--- config.mk ---
export PLATFORM = sky130hd
export DESIGN_NAME = paged_map_decoder
export DESIGN_NICKNAME = d
export VERILOG_FILES = /design/src/rtl/paged_map_decoder.sv
export SDC_FILE = /design/constraint.sdc
export NUM_CORES = 1
export LEC_CHECK = 0
export BUFFER_PORTS_ARGS = -buffer_cell sky130_fd_sc_hd__buf_2
export CORE_UTILIZATION = 35
export CTS_BUF_LIST = sky130_fd_sc_hd__clkbuf_4
export DETAILED_ROUTE_END_ITERATION = 6
export SETUP_SLACK_MARGIN = 0.2
export SYNTH_ARGS = -nofsm -noshare
export SYNTH_HDL_FRONTEND = slang
export SYNTH_SLANG_ARGS = --single-unit
--- constraint.sdc ---
create_clock -name clk -period 1.5 [get_ports clk]
set_input_delay 0.225 -clock clk [delete_from_list [all_inputs] [get_ports clk]]
set_output_delay 0.225 -clock clk [all_outputs]
set_load 0.005 [all_outputs]
--- src/rtl/paged_map_decoder.sv ---
module paged_map_decoder #(
  parameter int AW      = 16,
  parameter int DW      = 8,
  parameter int BLK_W   = 4,
  parameter int PAGE_W  = 6,
  parameter int XAW     = 18,
  parameter logic [AW-1:0]     CFG_BASE   = 16'hBFF0,
  parameter logic [PAGE_W-1:0] PAGE_A_RST = 6'd10,
  parameter logic [PAGE_W-1:0] PAGE_E_RST = 6'd14,
  parameter logic [BLK_W-1:0]  BLK_WIN_A  = 4'hA,
  parameter logic [BLK_W-1:0]  BLK_IO     = 4'hB,
  parameter logic [BLK_W-1:0]  BLK_BASIC  = 4'hC,
  parameter logic [BLK_W-1:0]  BLK_FP     = 4'hD,
  parameter logic [BLK_W-1:0]  BLK_WIN_E  = 4'hE,
  parameter logic [BLK_W-1:0]  BLK_KERNEL = 4'hF
) (
  input  logic           clk,
  input  logic           rst_n,
  input  logic           cpu_valid,
  input  logic           cpu_we,
  input  logic [AW-1:0]  cpu_addr,
  input  logic [DW-1:0]  cpu_wdata,
  output logic [DW-1:0]  reg_rdata,
  output logic           sel_irom,
  output logic           sel_xrom,
  output logic           sel_xram,
  output logic           sel_io,
  output logic           mem_we,
  output logic [XAW-1:0] ext_addr
);
  localparam int NBLK  = 1 << BLK_W;
  localparam int OFS_W = AW - BLK_W;
  localparam int IDX_W = 3;

  logic [PAGE_W-1:0] page_a, page_e;
  logic [NBLK-1:0]   irom_off, xrom_off;

  wire [BLK_W-1:0] blk     = cpu_addr[AW-1 -: BLK_W];
  wire [OFS_W-1:0] ofs     = cpu_addr[OFS_W-1:0];
  wire             cfg_hit = cpu_addr[AW-1:IDX_W] == CFG_BASE[AW-1:IDX_W];
  wire [IDX_W-1:0] idx     = cpu_addr[IDX_W-1:0];
  wire             cfg_wr  = cpu_valid & cpu_we & cfg_hit;

  always_ff @(posedge clk or negedge rst_n) begin
    if (!rst_n) begin
      page_a   <= PAGE_A_RST;
      page_e   <= PAGE_E_RST;
      irom_off <= '0;
      xrom_off <= '0;
    end else if (cfg_wr) begin
      case (idx)
        3'd0: page_a         <= cpu_wdata[PAGE_W-1:0];
        3'd1: page_e         <= cpu_wdata[PAGE_W-1:0];
        3'd2: irom_off[7:0]  <= cpu_wdata;
        3'd3: irom_off[15:8] <= cpu_wdata;
        3'd4: xrom_off[7:0]  <= cpu_wdata;
        3'd5: xrom_off[15:8] <= cpu_wdata;
        default: ;
      endcase
    end
  end

  always_comb begin
    reg_rdata = '0;
    if (cfg_hit) begin
      case (idx)
        3'd0: reg_rdata = {{(DW-PAGE_W){1'b0}}, page_a};
        3'd1: reg_rdata = {{(DW-PAGE_W){1'b0}}, page_e};
        3'd2: reg_rdata = irom_off[7:0];
        3'd3: reg_rdata = irom_off[15:8];
        3'd4: reg_rdata = xrom_off[7:0];
        3'd5: reg_rdata = xrom_off[15:8];
        default: reg_rdata = '0;
      endcase
    end
  end

  wire is_io     = blk == BLK_IO;
  wire irom_home = (blk == BLK_BASIC) | (blk == BLK_KERNEL);
  wire rom_home  = irom_home | (blk == BLK_WIN_A) | (blk == BLK_FP) | (blk == BLK_WIN_E);
  wire hit_irom  = irom_home & ~irom_off[blk];
  wire hit_xrom  = rom_home & ~hit_irom & ~xrom_off[blk];
  wire hit_xram  = ~is_io & ~hit_irom & ~hit_xrom;

  assign sel_io   = cpu_valid & is_io;
  assign sel_irom = cpu_valid & hit_irom;
  assign sel_xrom = cpu_valid & hit_xrom;
  assign sel_xram = cpu_valid & hit_xram;
  assign mem_we   = cpu_valid & cpu_we & (is_io | hit_xram);

  assign ext_addr = (blk == BLK_WIN_A) ? {page_a, ofs} :
                    (blk == BLK_WIN_E) ? {page_e, ofs} :
                    {{(XAW-AW){1'b0}}, cpu_addr};
endmodule

Yosys cells after proc, flatten, opt, wreduce, memory -nomap -nowiden
Index checks and enable logic that the tools add are counted.
W data, S select, Z words.
{"block": "classes", "order_cmp": 1, "eq_ne": 12, "n_mux": 8, "n_bitwise": 22, "reduce_logical": 7}
{"operator": "$pmux W8 S6", "n": 1}
{"operator": "$mux W18", "n": 2}
{"operator": "$eq A4 B4 Y1 const B", "n": 6}
{"operator": "$eq A13 B13 Y1 const B", "n": 1}
{"operator": "$and A1 B1 Y1", "n": 12}
{"operator": "$reduce_and A2 Y1", "n": 6}
{"operator": "$bmux W1 S4", "n": 2}
{"operator": "$mux W8", "n": 1}
{"operator": "$eq A3 B2 Y1 const B", "n": 2}
{"operator": "$eq A3 B3 Y1 const B", "n": 2}
{"operator": "$lt A4 B5 Y1 const B", "n": 1}
{"operator": "$not A1 Y1", "n": 5}
{"operator": "$or A1 B1 Y1", "n": 5}
{"operator": "$eq A3 B1 Y1 const B", "n": 1}
{"operator": "$logic_not A3 Y1", "n": 1}
{"operator": "$mux W1", "n": 2}
{"block": "totals", "register_bits": 44, "input_bits": 28, "output_inout_bits": 31, "word_cells": 56}

Logic depth before layout (Yosys ltp)
{"block": "logic_depth", "word_depth": 11, "ltp_mapped": 6, "depth_no_buf": 4}

Worst setup path before layout
Ideal clock, no wire load.
{"block": "synth_path", "path_kind": "input -> register", "startpoint": "in cpu_addr[13]", "endpoint": "reg page_e[0]", "setup_ns": 0.125, "arrival_ns": 1.786, "required_time_ns": 1.375, "setup_slack_ns": -0.411, "path_stages": 5, "n_path_buf": 1, "cell_sequence": "buf_2 nand4b_4 or4_4 nor3b_4 mux2_2"}
{"block": "synth_via", "elab_chain_cells": 3}
{"item": "start: declaration", "line_no": "21", "text": "input logic [AW-1:0] cpu_addr,"}
{"item": "$eq A13 B13 Y1", "line_no": "40", "text": "wire cfg_hit = cpu_addr[AW-1:IDX_W] == CFG_BASE[AW-1:IDX_W];"}
{"item": "$and A1 B1 Y1", "line_no": "42", "text": "wire cfg_wr = cpu_valid & cpu_we & cfg_hit;"}
{"item": "$reduce_and A2 Y1 (no source line)"}
{"item": "end signal: assignment", "line_no": "53", "text": "3'd1: page_e <= cpu_wdata[PAGE_W-1:0];"}
{"item": "end: declaration", "line_no": "35", "text": "logic [PAGE_W-1:0] page_a, page_e;"}
Every way passes these cells.
A chain may end at the register's enable or synchronous reset.

Final worst setup path
{"block": "layout_path", "startpoint": "reg xrom_off[12]", "endpoint": "out sel_xrom"}
{"block": "layout_via", "elab_chain_cells": 5}
{"item": "start: declaration", "line_no": "36", "text": "logic [NBLK-1:0] irom_off, xrom_off;"}
{"item": "start signal: assignment", "line_no": "57", "text": "3'd5: xrom_off[15:8] <= cpu_wdata;"}
{"item": "$bmux W1 S4", "line_no": "82", "text": "wire hit_xrom = rom_home & ~hit_irom & ~xrom_off[blk];"}
{"item": "$mux W1 (implied by the code)", "line_no": "82"}
{"item": "$not A1 Y1", "line_no": "82"}
{"item": "$and A1 B1 Y1", "line_no": "82"}
{"item": "$and A1 B1 Y1", "line_no": "87", "text": "assign sel_xrom = cpu_valid & hit_xrom;"}
{"item": "end: declaration", "line_no": "25", "text": "output logic sel_xrom,"}
Every way passes these cells. The select of a mux whose other input is x is not followed.

==> results.yml <==
logic_synthesis:
  async_reset_ff_share_pct: 100.0
  ys.flop_type: "dfrtp_1"
  synth-xor-area-share_pct: 0
  ys_seq_elements: 44
  synthAdderAreaFrac_pct: 0
  synth_cell_types: 43
  yosys.area_share.simple_pct: 13.28
  synth_compound_area_share_pct: 8.066
  synth_warnings: 0
  synth_top_area_share_pct: 39.08
  synth_area_leader_cell: "dfrtp_1"
  netlist_instances: 213
  synth_commonest_cells: "mux2_2 (48), dfrtp_1 (39), mux2i_1 (13)"
  synthMuxAreaShare_pct: 28.66
  syn_area_sq_um: 2497
  synth_top_family_by_area: "multiplexers"
  syn_area_per_cell_sq_um: 11.72
  synth_edf_count: 0
  synthTopCellsByArea: "dfrtp_1 (39%), mux2_2 (22%), dfstp_2 (5.3%)"
  syn-num-nets: 241
  yosysSeqAreaShare_pct: 44.34
  synth_most_common_cell: "mux2_2"
sta:
  rsz0062_at_grt: "yes"
  fmax_ghz: 0.5207
  fin_skew_ns: 0
  drv_slew: 0
  setup_ws_ns: -0.4205
  finalHoldViolations: 0
  setup_viol: 26
  period_share_pct: 128.0
  worstMarginPinSlew_ns: 0.4758
  period_needed_ns: 1.920
  relSlewSlack_pct: 68.16
  timing.hold.ws_ns: 0.1481
pwr:
  leakagePower_uw: 0.001850
  p_per_area_nw_per_um2: 576.6
  ir_drop_mv: 0.2936
  p_total_uw: 2110
global_routing:
  track_usage_pct: 18.67
  grt_pass1_vias: 2064
  grt-ovfl-total: 0
  grt_pass1_wl_um: 10580
  grt_max_degree: 33
  grt_antenna_before_repair: 0
floorplan:
  die_y_um: 86.47
  io_pins: 59
  core-area_sq_um: 6832
  row_count: 30
  die_x_um: 86.47
  start_util_pct: 36.56
  dieArea_sq_um: 7477
cts:
  cts.clk_slew.worst_paths_ns: 0.12
  cts.htree.levels: 2
  cts_buffer_depth: 2
  clock_latency_ns: 0.34
  cts_tree: "yes"
  cts_sinks: 44
  cts_buffers: 5
  clock-root-buffer: "clkbuf_4"
route:
  dr.pass1.iters: 4
  drc: 0
  via_per_inst: 5.125
  routed_wirelength_um: 7126
  first_iter_violations: 171
  via_count: 2096
  wire_per_inst_um: 17.42
  final_antenna_net_count: 0
job:
  drv_cap: 0
finish:
  area_growth_pct: 46.54
  finish.utilization_pct: 53.57
  num_antenna_cells: 0
  layout.nets: 340
  layout-drive-gt1-share_pct: 64.54
placement:
  portBuffers: 58
  dp_hpwl_um: 4780
  gp_congestion: 0.7907
critical_path:
  setup.worst_path.start_class: "register"
  worst-endpoint-required_ns: 1.27
  critPathKind: "reg2out"
  cp_max_fo: 3
  arrival_ns: 1.70
  worstSetupEndpointType: "output port"
run_status:
  status: "finished, violations left"
  violations: "setup timing"
hold_path:
  hold_path.class: "in2reg"
[timing repair]
item | 4_1_cts | 5_1_grt
hold buffers | 1 | 0
gates resized for setup | 46 | 45
setup buffers | 5 | 7
setup endpoints to repair | 62 | 62
hold endpoints to repair | 12 | 0
pin swaps | 22 | 15
[layer usage]
metal / GRT usage, % / wire (um)
met5: 0 / 0
met4: 3.636 / 55
met3: 3.905 / 339
met2: 31.39 / 3398
met1: 25.02 / 3332
[registers in the layout, indices dropped and copies added, names as in the netlist]
register,count
page_a,6
irom_off,16
xrom_off,16
page_e,6
[worst paths after layout]
path | start | to | slack [ns] | cells after the start
min | cpu_wdata[6] | xrom_off[6]$_DFFE_PN0P_ | 0.15 | 2
max in group asynchronous | rst_n | page_a[1]$_DFFE_PN1P_ | 0.68 | 3
min in group asynchronous | rst_n | xrom_off[10]$_DFFE_PN0P_ | 0.28 | 2
max | xrom_off[12]$_DFFE_PN0P_ | sel_xrom | -0.42 | 4
max reg2reg | page_e[4]$_DFFE_PN0P_ | page_e[4]$_DFFE_PN0P_ | 0.36 | 4
min reg2reg | irom_off[10]$_DFFE_PN0P_ | irom_off[10]$_DFFE_PN0P_ | 0.52 | 1
[worst max-delay path, cell delays in order, from the launching register on]
cell      delay (ns)
dfrtp_1         0.42
mux4_2          0.49
nand3b_1        0.19
a21oi_2         0.13
buf_2           0.12
[area by class of cell]
type / instances / area, sq um
timing repair buffer: 113 / 804.5
clock inverter: 1 / 3.754
clock buffer: 7 / 52.55
inverter: 4 / 15.01
fill: 619 / 3172
tap: 96 / 120.1
multi-input combinational: 144 / 1556
sequential: 44 / 1107
[cells by family after synthesis]
family	Yosys count
buffers and inverters	25
AO/OA/AOI/OAI	29
AND/OR/NAND/NOR	52
flip-flops	44
multiplexers	63
[per-stage QoR]
stage / setup WS (ns) / setup TNS [ns] / area (sq um) / std cells
finish: -0.4205 / -3.793 / 3660 / 409
detailed placement: -0.5068 / -17.14 / 3120 / 388
floorplan: -0.2532 / -7.727 / 2525 / 213
CTS: -0.4257 / -3.333 / 3426 / 402
global placement: -0.4697 / -16.63 / 3120 / 388
global route: -0.5100 / -5.421 / 3660 / 409
[cell usage in the layout, fill, tap and decap left out, types with 3 or more instances in the layout]
cell / synthesis / routed
a21oi_2: 0 / 4
a22oi_2: 0 / 3
a31oi_1: 4 / 3
and2_1: 4 / 4
buf_2: 2 / 52
buf_4: 12 / 41
buf_6: 0 / 15
clkbuf_4: 0 / 8
dfrtp_1: 39 / 39
dfstp_2: 5 / 5
inv_1: 4 / 4
mux2_2: 48 / 10
mux2_4: 0 / 38
mux2i_1: 13 / 13
nand2_1: 12 / 10
nand2b_1: 4 / 3
nand3_1: 7 / 3
nand3_4: 0 / 3
nor2_1: 6 / 5
o21ai_1: 0 / 3
[power by group]
group          internal, uW  total (uW)  switching (uW)  leakage, uW
clock network           217         586             369    0.0000338
registers              1190        1190           0.156     0.000597
logic                   154         337             184      0.00122
Power figures use the tool's default switching activity.
